### config.mk
export PLATFORM = sky130hd
export DESIGN_NAME = mbox_regif
export DESIGN_NICKNAME = d
export VERILOG_FILES = /design/src/rtl/mbox_pkg.sv /design/src/rtl/mbox_ring.sv /design/src/rtl/mbox_idle_ctl.sv /design/src/rtl/mbox_regif.sv
export SDC_FILE = /design/constraint.sdc
export NUM_CORES = 1
export LEC_CHECK = 0
export BUFFER_PORTS_ARGS = -buffer_cell sky130_fd_sc_hd__buf_2
export CAP_MARGIN = 20
export CORE_MARGIN = 2
export CORE_UTILIZATION = 42
export CTS_CLUSTER_SIZE = 28
export DETAILED_ROUTE_END_ITERATION = 7
export PLACE_DENSITY = 0.71
export SYNTH_ARGS = -nofsm -noshare
export SYNTH_HDL_FRONTEND = slang
export SYNTH_SLANG_ARGS = --single-unit
### constraint.sdc
create_clock -name clk -period 9.5 [get_ports clk]
set_input_delay 0.95 -clock clk [delete_from_list [all_inputs] [get_ports clk]]
set_output_delay 0.95 -clock clk [all_outputs]
set_load 0.01 [all_outputs]
### src/rtl/mbox_pkg.sv
package mbox_pkg;
    localparam logic [11:0] A_H2D_WIN  = 12'h000;
    localparam logic [11:0] A_HOST_CSR = 12'h004;
    localparam logic [11:0] A_D2H_WIN  = 12'h008;
    localparam logic [11:0] A_DEV_CSR  = 12'h00C;
    localparam logic [11:0] A_IDLE     = 12'h800;

    localparam int B_IE  = 0;
    localparam int B_IS  = 1;
    localparam int B_IG  = 2;
    localparam int B_RDY = 3;
    localparam int B_RST = 4;
    localparam int B_OVF = 5;
    localparam int B_IDLE_REQ = 2;

    typedef enum logic {L_RUN, L_RESET} link_state_t;
    typedef enum logic [1:0] {I_IDLE, I_WAKE, I_ACTIVE} idle_state_t;
endpackage

### src/rtl/mbox_ring.sv
module mbox_ring #(
    parameter int DEPTH = 8,
    parameter int WIDTH = 32
) (
    input  logic             clk,
    input  logic             rst_n,
    input  logic             clr,
    input  logic             push,
    input  logic [WIDTH-1:0] push_data,
    input  logic             pop,
    output logic [WIDTH-1:0] pop_data,
    output logic [7:0]       rd_ptr,
    output logic [7:0]       wr_ptr,
    output logic [7:0]       filled,
    output logic             full
);
    localparam int IDXW = (DEPTH > 1) ? $clog2(DEPTH) : 1;
    localparam logic [7:0] DEPTH_B = 8'(DEPTH);

    logic [WIDTH-1:0] mem [DEPTH];
    logic empty, do_push, do_pop;

    assign filled  = wr_ptr - rd_ptr;
    assign full    = (filled == DEPTH_B);
    assign empty   = (filled == 8'd0);
    assign do_push = push && !full && !clr;
    assign do_pop  = pop && !empty && !clr;

    always_ff @(posedge clk or negedge rst_n) begin
        if (!rst_n) begin
            rd_ptr <= '0;
            wr_ptr <= '0;
        end else if (clr) begin
            rd_ptr <= '0;
            wr_ptr <= '0;
        end else begin
            if (do_push) wr_ptr <= wr_ptr + 8'd1;
            if (do_pop)  rd_ptr <= rd_ptr + 8'd1;
        end
    end

    always_ff @(posedge clk) begin
        if (do_push) mem[wr_ptr[IDXW-1:0]] <= push_data;
    end

    assign pop_data = empty ? '0 : mem[rd_ptr[IDXW-1:0]];

    // occupancy never exceeds the depth
    p_no_overflow_r3: assert property (@(posedge clk) disable iff (!rst_n)
        filled <= DEPTH_B);
    // a push into a full ring leaves the write pointer alone
    p_full_drop_r3: assert property (@(posedge clk) disable iff (!rst_n)
        (full && push && !clr) |=> $stable(wr_ptr));
    // popping an empty ring leaves the read pointer alone
    p_empty_pop_r4: assert property (@(posedge clk) disable iff (!rst_n)
        (empty && pop && !clr) |=> $stable(rd_ptr));
    // clearing zeroes both pointers
    p_clear_r8: assert property (@(posedge clk) disable iff (!rst_n)
        clr |=> (rd_ptr == 8'd0 && wr_ptr == 8'd0));
endmodule

### src/rtl/mbox_idle_ctl.sv
module mbox_idle_ctl
    import mbox_pkg::*;
(
    input  logic clk,
    input  logic rst_n,
    input  logic wr_en,
    input  logic wr_idle,
    input  logic cip,
    output logic idle_bit,
    output logic active
);
    idle_state_t st, st_nx;

    always_ff @(posedge clk or negedge rst_n) begin
        if (!rst_n) st <= I_IDLE;
        else        st <= st_nx;
    end

    always_comb begin
        st_nx = st;
        unique case (st)
            I_IDLE:   if (wr_en && !wr_idle) st_nx = I_WAKE;
            I_WAKE:   if (wr_en && wr_idle) st_nx = I_IDLE;
                      else if (cip)         st_nx = I_ACTIVE;
            I_ACTIVE: if (wr_en && wr_idle) st_nx = I_IDLE;
            default:  st_nx = I_IDLE;
        endcase
    end

    always_comb begin
        idle_bit = (st == I_IDLE);
        active   = (st == I_ACTIVE);
    end

    // activity only follows a seen command-in-progress
    p_active_needs_cip_r10: assert property (@(posedge clk) disable iff (!rst_n)
        $rose(active) |-> $past(cip));
    // an idle request always leaves the active state
    p_idle_req_r10: assert property (@(posedge clk) disable iff (!rst_n)
        (wr_en && wr_idle) |=> idle_bit);
endmodule

### src/rtl/mbox_regif.sv
module mbox_regif
    import mbox_pkg::*;
#(
    parameter int DEPTH = 8
) (
    input  logic        clk,
    input  logic        rst_n,
    input  logic        bus_sel,
    input  logic        bus_wr,
    input  logic [11:0] bus_addr,
    input  logic [31:0] bus_wdata,
    output logic [31:0] bus_rdata,
    output logic        host_irq,
    input  logic        dev_push,
    input  logic [31:0] dev_push_data,
    input  logic        dev_pop,
    output logic [31:0] dev_pop_data,
    input  logic        dev_notify,
    input  logic        dev_ready_set,
    input  logic        dev_cip,
    output logic        dev_kick,
    output logic        ring_reset,
    output logic        dev_active
);
    localparam logic [7:0] DEPTH_B = 8'(DEPTH);

    link_state_t link, link_nx;
    logic ie, irq_st, hrdy, rst_bit, ovf, dev_rdy, kick_q;
    logic [31:0] rd_val, rdata_q;
    logic hcsr_we, h2d_we, d2h_re, idle_we, rd_req, running;
    logic reset_start, reset_end;
    logic [7:0] h2d_rp, h2d_wp, h2d_fill, d2h_rp, d2h_wp, d2h_fill;
    logic h2d_full, d2h_full, idle_bit;
    logic [31:0] d2h_data;

    assign running = (link == L_RUN);
    assign rd_req  = bus_sel && !bus_wr;
    assign hcsr_we = bus_sel && bus_wr && (bus_addr == A_HOST_CSR);
    assign h2d_we  = bus_sel && bus_wr && (bus_addr == A_H2D_WIN);
    assign idle_we = bus_sel && bus_wr && (bus_addr == A_IDLE);
    assign d2h_re  = rd_req && (bus_addr == A_D2H_WIN);
    assign reset_start = hcsr_we && bus_wdata[B_RST] && bus_wdata[B_IG] && running;
    assign reset_end   = hcsr_we && !bus_wdata[B_RST] && !running;

    mbox_ring #(.DEPTH(DEPTH), .WIDTH(32)) u_h2d (
        .clk(clk), .rst_n(rst_n), .clr(reset_start),
        .push(h2d_we && running), .push_data(bus_wdata),
        .pop(dev_pop && running), .pop_data(dev_pop_data),
        .rd_ptr(h2d_rp), .wr_ptr(h2d_wp), .filled(h2d_fill), .full(h2d_full));

    mbox_ring #(.DEPTH(DEPTH), .WIDTH(32)) u_d2h (
        .clk(clk), .rst_n(rst_n), .clr(reset_start),
        .push(dev_push && running), .push_data(dev_push_data),
        .pop(d2h_re && running), .pop_data(d2h_data),
        .rd_ptr(d2h_rp), .wr_ptr(d2h_wp), .filled(d2h_fill), .full(d2h_full));

    mbox_idle_ctl u_idle (
        .clk(clk), .rst_n(rst_n), .wr_en(idle_we), .wr_idle(bus_wdata[B_IDLE_REQ]),
        .cip(dev_cip), .idle_bit(idle_bit), .active(dev_active));

    // link state register
    always_ff @(posedge clk or negedge rst_n) begin
        if (!rst_n) link <= L_RUN;
        else        link <= link_nx;
    end

    always_comb begin
        link_nx = link;
        unique case (link)
            L_RUN:   if (reset_start) link_nx = L_RESET;
            L_RESET: if (reset_end)   link_nx = L_RUN;
            default: link_nx = L_RUN;
        endcase
    end

    // link outputs
    always_comb begin
        ring_reset = (link == L_RESET);
        host_irq   = ie && irq_st;
        dev_kick   = kick_q;
    end

    always_ff @(posedge clk or negedge rst_n) begin
        if (!rst_n) begin
            ie <= 1'b0; irq_st <= 1'b0; hrdy <= 1'b0; rst_bit <= 1'b0;
            ovf <= 1'b0; dev_rdy <= 1'b0; kick_q <= 1'b0;
        end else begin
            kick_q <= hcsr_we && bus_wdata[B_IG];
            if (hcsr_we) begin
                ie      <= bus_wdata[B_IE];
                hrdy    <= bus_wdata[B_RDY];
                rst_bit <= bus_wdata[B_RST];
            end
            if (dev_notify)                        irq_st <= 1'b1;
            else if (hcsr_we && bus_wdata[B_IS])   irq_st <= 1'b0;
            if (h2d_we && running && h2d_full)     ovf <= 1'b1;
            else if (hcsr_we && bus_wdata[B_OVF])  ovf <= 1'b0;
            if (reset_start)                       dev_rdy <= 1'b0;
            else if (dev_ready_set)                dev_rdy <= 1'b1;
        end
    end

    always_comb begin
        case (bus_addr)
            A_HOST_CSR: rd_val = {DEPTH_B, h2d_wp, h2d_rp, 2'b00, ovf, rst_bit,
                                  hrdy, 1'b0, irq_st, ie};
            A_D2H_WIN:  rd_val = running ? d2h_data : 32'd0;
            A_DEV_CSR:  rd_val = {DEPTH_B, d2h_wp, d2h_rp, 4'b0000, dev_rdy, 3'b000};
            A_IDLE:     rd_val = {29'd0, idle_bit, 1'b0, dev_cip};
            default:    rd_val = 32'd0;
        endcase
    end

    always_ff @(posedge clk or negedge rst_n) begin
        if (!rst_n)      rdata_q <= '0;
        else if (rd_req) rdata_q <= rd_val;
    end
    assign bus_rdata = rdata_q;

    // interrupt generate is a single-cycle pulse
    p_kick_pulse_r7: assert property (@(posedge clk) disable iff (!rst_n)
        dev_kick |=> !dev_kick);
    // entering reset drops the device ready flag
    p_reset_clears_ready_r8: assert property (@(posedge clk) disable iff (!rst_n)
        $rose(ring_reset) |-> !dev_rdy);
    // interrupt status rises only after a device notify
    p_irq_needs_notify_r6: assert property (@(posedge clk) disable iff (!rst_n)
        $rose(irq_st) |-> $past(dev_notify));
    // overflow is sticky until written one
    p_ovf_sticky_r3: assert property (@(posedge clk) disable iff (!rst_n)
        (ovf && !(hcsr_we && bus_wdata[B_OVF])) |=> ovf);
    // a push into a full inbound ring is dropped
    p_d2h_full_r11: assert property (@(posedge clk) disable iff (!rst_n)
        (d2h_full && dev_push && running && !reset_start) |=> $stable(d2h_fill));
endmodule

==> out/summary.txt, run 1 <==
outcome -> finished, final reports clean
Tot GR Track Use -> 0.178
most frequent cells in the layout -> edfxtp_1, buf_2, mux4_2, nand2_1, dfrtp_1
CP startpoint -> u_h2d.rd_ptr[2]$_DFFE_PN0P_
largest cells by area after synthesis -> edfxtp_1, mux4_2, dfrtp_1, mux2i_1, nand2_1
origin of the critical flop-to-flop path -> u_d2h.rd_ptr[2]$_DFFE_PN0P_
Fin. Hold Viols -> 0
Initial Util -> 0.423
CP top delay family -> buffers and inverters
clock power share -> 0.343
CTS Buffer Depth -> 3
fin nets -> 1585
core box area -> 56100 sq um
Comb power frac -> 0.192
Clock Latency Late Sink -> 0.61 ns
CP bufs+invs -> 3
IO Pins -> 153
CP Cell Sequence -> inv_2 -> ha_1 -> o21a_1 -> o31a_4 -> o41ai_4 -> mux2i_4 -> nor2_2 -> buf_4 -> a21oi_1 -> buf_2
1st-pass router iterations -> 5
DIE HEIGHT -> 242 um
Slew headroom -> 0.322
CTS tree -> built
Final HPWL DP -> 31.5 mm
Power Density -> 239 nW/um^2
Area Growth Syn to Fin -> 15.6%
Psw -> 0.00173 W
Vias -> 12700
Final ANT Viol Nets -> 0
EDFF count, synth -> 512
RSZ-0062 raised after global routing -> no
Crit Path Class -> reg2out
largest area contributor in the netlist -> edfxtp_1
Syn. warnings -> 0
Mapped Area -> 23700 sq um
largest net degree at the start of global routing -> 69
DR WL/cell -> 22.7 um
Lkg Pwr -> 9.58 nW
Synth async-reset ratio -> 0.126
Yosys reg bits -> 586
Detailed Route WL -> 51.8 mm
Net Sw Frac -> 0.264
syn_nets -> 1412
first-pass GRT wire length -> 79.9 mm
Worst EP required -> 8.55 ns
vias in the first global route -> 13100
Root Buffer -> clkbuf_16
max frequency -> 203 MHz
IO buf count -> 152
CP max-delay cell -> inv_2
Power Internal -> 0.00482 W
Avg Cell Area, Syn -> 18.1 sq um
Min-Delay Path Class -> in2async
cts hold-fix bufs -> 0
Tcrit/Tclk final -> 0.519
H-tree levels -> 2
Vias/cell -> 5.56
commonest non-fill, non-tap cell in the layout -> edfxtp_1
peak supply drop -> 0.000158 V
Synth top area share -> 0.648
post-CTS sizing -> 0
Rows -> 87
top_reg_cell synth -> edfxtp_1
RePlAce Congestion -> 0.808
die area -> 58400 sq um
skew final -> 0.0306 ns
Setup TNS Final -> 0 ns
TritonCTS Buffers -> 57
Mapped Cells -> 1309
initial antenna violation count -> 9
total power -> 0.00655 W
sequential share of power -> 0.465
critical path arrival -> 3.98 ns
clock-pin slew on the worst setup and hold paths -> 0.06 ns
number of setup buffers added after CTS -> 0
# fillers -> 4551
Chip Width -> 242 um
Tmin final -> 4.93 ns
layout cells sized above 1 -> 0.286
max-cap viol count -> 0
DRC Markers -> 0
register area share after synthesis -> 0.726
CP max stage delay -> 0.58 ns
final setup vio count -> 0
CP Launch Type -> flop
Final Max Tran Viols -> 0
Worst setup EP type -> primary output
Slew @ Worst Pin -> 1.02 ns
Remaining Overflow, GRT -> 0
CTS sink count -> 586
first-iteration detailed-routing DRC count -> 987
crit path max fanout -> 36
Yosys cell types -> 74
## metrics by stage
step           utilization  hold WS (ns)  setup slack (ns)  instance area [sq um]  std cells
3_5_place_dp         0.455         0.471              4.85                  25500       2179
4_1_cts              0.489         0.210              4.54                  27400       2280
6_report             0.489         0.224              4.57                  27400       2285
3_3_place_gp         0.453         0.463              4.99                  25400       2174
2_1_floorplan            -         0.463              2.95                  23700       1309
5_1_grt              0.489         0.225              4.38                  27400       2280
## synthesized netlist by cell type, types with 3 or more instances
cell type	number
edfxtp_1	512
mux4_2	128
nand2_1	103
dfrtp_1	74
a21oi_1	69
nor2_1	59
mux2i_1	53
clkbuf_1	36
o21ai_0	35
buf_2	22
inv_1	20
ha_1	18
nand3_1	17
nor3_1	13
o21ai_1	11
and3_1	9
nand2b_1	8
xnor2_1	8
nand4_1	6
nor2b_1	6
o211ai_1	6
or3_1	6
or4_1	6
o31ai_1	5
o21a_1	4
xor2_1	4
a21o_1	3
a22oi_1	3
a31o_2	3
and2_1	3
and4_1	3
buf_1	3
nor4_1	3
## cells by family (layout without fill, tap and decap cells)
kind of cell	Yosys count	count (layout)	share of synthesized area
flops	586	586	0.726
other cells	0	5	0
compound gates	171	171	0.0482
buf+inv	85	300	0.0151
mux	184	184	0.146
xor+xnor	12	12	0.00443
fa+ha+maj	18	18	0.00950
simple gates	253	253	0.0507
## sequential cells by signal, summed over array words and instances (netlist names)
| signal | cells |
|---|---|
| u_d2h.mem | 256 |
| ovf | 1 |
| ie | 1 |
| u_h2d.mem | 256 |
| hrdy | 1 |
| u_d2h.rd_ptr | 8 |
| dev_rdy | 1 |
| ring_reset | 1 |
| bus_rdata | 32 |
| u_h2d.wr_ptr | 8 |
| dev_kick | 1 |
| irq_st | 1 |
| u_idle.st | 2 |
| u_h2d.rd_ptr | 8 |
| rst_bit | 1 |
| u_d2h.wr_ptr | 8 |
## power by group through the flow
stage	sequential (W)	combinational (W)	clock, W
6_report	0.00304	0.00126	0.00225
4_1_cts	0.00305	0.00127	0.00229
3_5_place_dp	0.00310	0.00126	0
5_1_grt	0.00306	0.00137	0.00238
2_1_floorplan	0.00303	0.000907	0
3_3_place_gp	0.00309	0.00123	0
## cell type report
type,instances,area (sq um),area share
flip-flops and latches,586,17200,0.629
multi-input cells,638,6230,0.227
clock buffers,72,1570,0.0571
repair buffers,177,1040,0.0378
well taps,756,946,0.0345
clock inverters,29,297,0.0108
inverters,22,82.6,0.00301
diodes,5,12.5,0.000456
## routing by layer
| metal | share of wire | GRT usage | up-vias | routed length, um |
|---|---|---|---|---|
| met5 | 0.0015 | 0 | - | 80 |
| met4 | 0.019 | 0.0442 | 14 | 969 |
| met3 | 0.092 | 0.0401 | 77 | 4770 |
| met2 | 0.48 | 0.284 | 507 | 24700 |
| met1 | 0.41 | 0.249 | 6538 | 21300 |
| li1 | - | - | 5571 | - |
## path summary, 6_finish.rpt
| kind | endpoint | slack (ns) | depth (start not counted) |
|---|---|---|---|
| setup / recovery | dev_pop_data[3] | 4.57 | 10 |
| hold / removal | bus_rdata[17]$_DFFE_PN0P_ | 0.22 | 1 |
| setup reg to reg | u_d2h.mem[1][2]$_DFFE_PP_ | 4.81 | 11 |
| hold reg to reg | bus_rdata[24]$_DFFE_PN0P_ | 0.48 | 2 |
| max in group asynchronous | u_h2d.rd_ptr[0]$_DFFE_PN0P_ | 8.04 | 2 |
| min in group clk | bus_rdata[24]$_DFFE_PN0P_ | 0.48 | 2 |
No activity file was read; power rests on OpenSTA's default activity.
==> run 2: changes to the inputs <==
--- a/config.mk
+++ b/config.mk
@@ -11,7 +11,7 @@
 export CORE_UTILIZATION = 42
 export CTS_CLUSTER_SIZE = 28
 export DETAILED_ROUTE_END_ITERATION = 7
-export PLACE_DENSITY = 0.71
+export PLACE_DENSITY = 0.73
 export SYNTH_ARGS = -nofsm -noshare
 export SYNTH_HDL_FRONTEND = slang
 export SYNTH_SLANG_ARGS = --single-unit
==> constraint.sdc (replaced) <==
create_clock -name clk -period 4.49 [get_ports clk]
set_input_delay 0.449 -clock clk [delete_from_list [all_inputs] [get_ports clk]]
set_output_delay 0.449 -clock clk [all_outputs]
set_load 0.01 [all_outputs]
==> out/summary.txt, run 2 (synthesized netlist as in run 1, its figures left out) <==
peak supply drop -> 0.000389 V
Tot GR Track Use -> 0.177
Worst EP required -> 4.04 ns
layout cells sized above 1 -> 0.293
Rows -> 87
outcome -> finished, final reports clean
Clock Latency Late Sink -> 0.61 ns
commonest non-fill, non-tap cell in the layout -> edfxtp_1
Chip Width -> 242 um
TritonCTS Buffers -> 57
most frequent cells in the layout -> edfxtp_1, buf_2, mux4_2, nand2_1, dfrtp_1
Vias/cell -> 5.53
total power -> 0.0142 W
1st-pass router iterations -> 7
Layout Cells excl Fill -> 2304
vias in the first global route -> 12900
Min-Delay Path Class -> in2reg
Root Buffer -> clkbuf_16
final setup vio count -> 0
Initial Util -> 0.423
CTS Buffer Depth -> 3
PnR worst setup slack -> 0.360 ns
largest net degree at the start of global routing -> 69
DR WL/cell -> 22.5 um
initial antenna violation count -> 12
skew final -> 0.0282 ns
max frequency -> 242 MHz
DRC Markers -> 0
IO buf count -> 152
Final Instance Area -> 27600 sq um
first-pass GRT wire length -> 79.0 mm
Tcrit/Tclk final -> 0.920
Lkg Pwr -> 9.67 nW
RSZ-0062 raised after global routing -> no
Final Max Tran Viols -> 0
Final ANT Viol Nets -> 0
CP Launch Type -> flop
Worst setup EP type -> primary output
Detailed Route WL -> 51.9 mm
Slew headroom -> 0.321
Final HPWL DP -> 31.3 mm
Setup TNS Final -> 0 ns
# fillers -> 4517
Setup WS pre-CTS -> 0.759 ns
DIE HEIGHT -> 242 um
Vias -> 12700
Slew @ Worst Pin -> 1.02 ns
critical path arrival -> 3.68 ns
die area -> 58400 sq um
H-tree levels -> 2
clock-pin slew on the worst setup and hold paths -> 0.07 ns
first-iteration detailed-routing DRC count -> 1125
Remaining Overflow, GRT -> 0
Power Density -> 514 nW/um^2
Area Growth Syn to Fin -> 16.5%
CTS tree -> built
Area after DPL -> 25600 sq um
Inst Count DP -> 2187
crit path max fanout -> 32
Fin. Hold Viols -> 0
max-cap viol count -> 0
core box area -> 56100 sq um
Crit Path Class -> reg2out
Tmin final -> 4.13 ns
CTS sink count -> 586
fin nets -> 1594
RePlAce Congestion -> 0.844
IO Pins -> 153
-- run 2: cell count changes in the layout (fill, tap and decap cells not counted), moves of 2 or more --
cell,previous run,this run
clkinv_1,9,6
nor4_2,2,0
nor3_2,6,0
buf_16,3,0
nor3_4,0,6
nor4_4,1,3
clkbuf_16,59,57
bufinv_16,6,12
diode_2,5,9
clkbuf_8,4,1
clkinvlp_4,2,7
buf_4,21,31
-- run 2: final cells by class --
type	instances	area [sq um]	share of cell area
diodes	9	22.5	0.000815
clock buffers	68	1480	0.0535
clock inverters	39	528	0.0191
inverters	22	82.6	0.00299
multi-input cells	638	6290	0.228
flip-flops and latches	586	17200	0.624
well taps	756	946	0.0342
repair buffers	186	1060	0.0383
-- run 2: per-stage QoR --
stage / hold WS [ns] / util
detailed placement: 0.470 / 0.457
global placement: 0.464 / 0.457
floorplan: 0.153 / -
finish: 0.0318 / 0.493
CTS: 0.00252 / 0.493
global route: 0.0192 / 0.493
-- run 2: final timing paths --
| path | from | end | slack (ns) | cells after the start |
|---|---|---|---|---|
| setup / recovery | u_h2d.wr_ptr[0]$_DFFE_PN0P_ | dev_pop_data[0] | 0.36 | 10 |
| hold / removal | dev_notify | irq_st$_DFFE_PN0P_ | 0.03 | 2 |
| setup reg to reg | u_d2h.wr_ptr[2]$_DFFE_PN0P_ | u_d2h.mem[6][6]$_DFFE_PP_ | 0.62 | 9 |
| hold reg to reg | bus_rdata[6]$_DFFE_PN0P_ | bus_rdata[6]$_DFFE_PN0P_ | 0.48 | 2 |
| max in group asynchronous | rst_n | u_h2d.rd_ptr[0]$_DFFE_PN0P_ | 3.12 | 3 |
| min in group asynchronous | rst_n | bus_rdata[19]$_DFFE_PN0P_ | 0.40 | 2 |
-- run 2: timing repair --
| item | CTS | global route |
|---|---|---|
| hold endpoints to repair | 41 | 0 |
| setup buffers | 0 | 0 |
| gates resized for setup | 0 | 0 |
| hold buffers | 1 | 0 |
-- run 2: layer usage --
layer | wire length (um) | share of wire | global-route usage | up-vias
met1 | 21300 | 0.41 | 0.237 | 6617
met5 | 48 | 0.00092 | 0 | -
met2 | 25400 | 0.49 | 0.289 | 434
met4 | 808 | 0.016 | 0.0426 | 8
met3 | 4420 | 0.085 | 0.0466 | 78
li1 | - | - | - | 5610
-- run 2: critical path, cell delays in order, from the launching register on --
cell	delay, ns
dfrtp_1	0.55
inv_1	0.28
ha_1	0.22
nor2b_1	0.07
o31a_4	0.31
o41ai_4	0.28
mux2i_4	0.46
nor2_2	0.09
buf_4	0.29
a21oi_1	0.33
buf_2	0.20
-- run 2: power breakdown --
group          internal [W]  switching, W  leakage [nW]
registers           0.00623      0.000134          5.61
clock network       0.00305       0.00203         0.961
logic               0.00119       0.00158          3.11
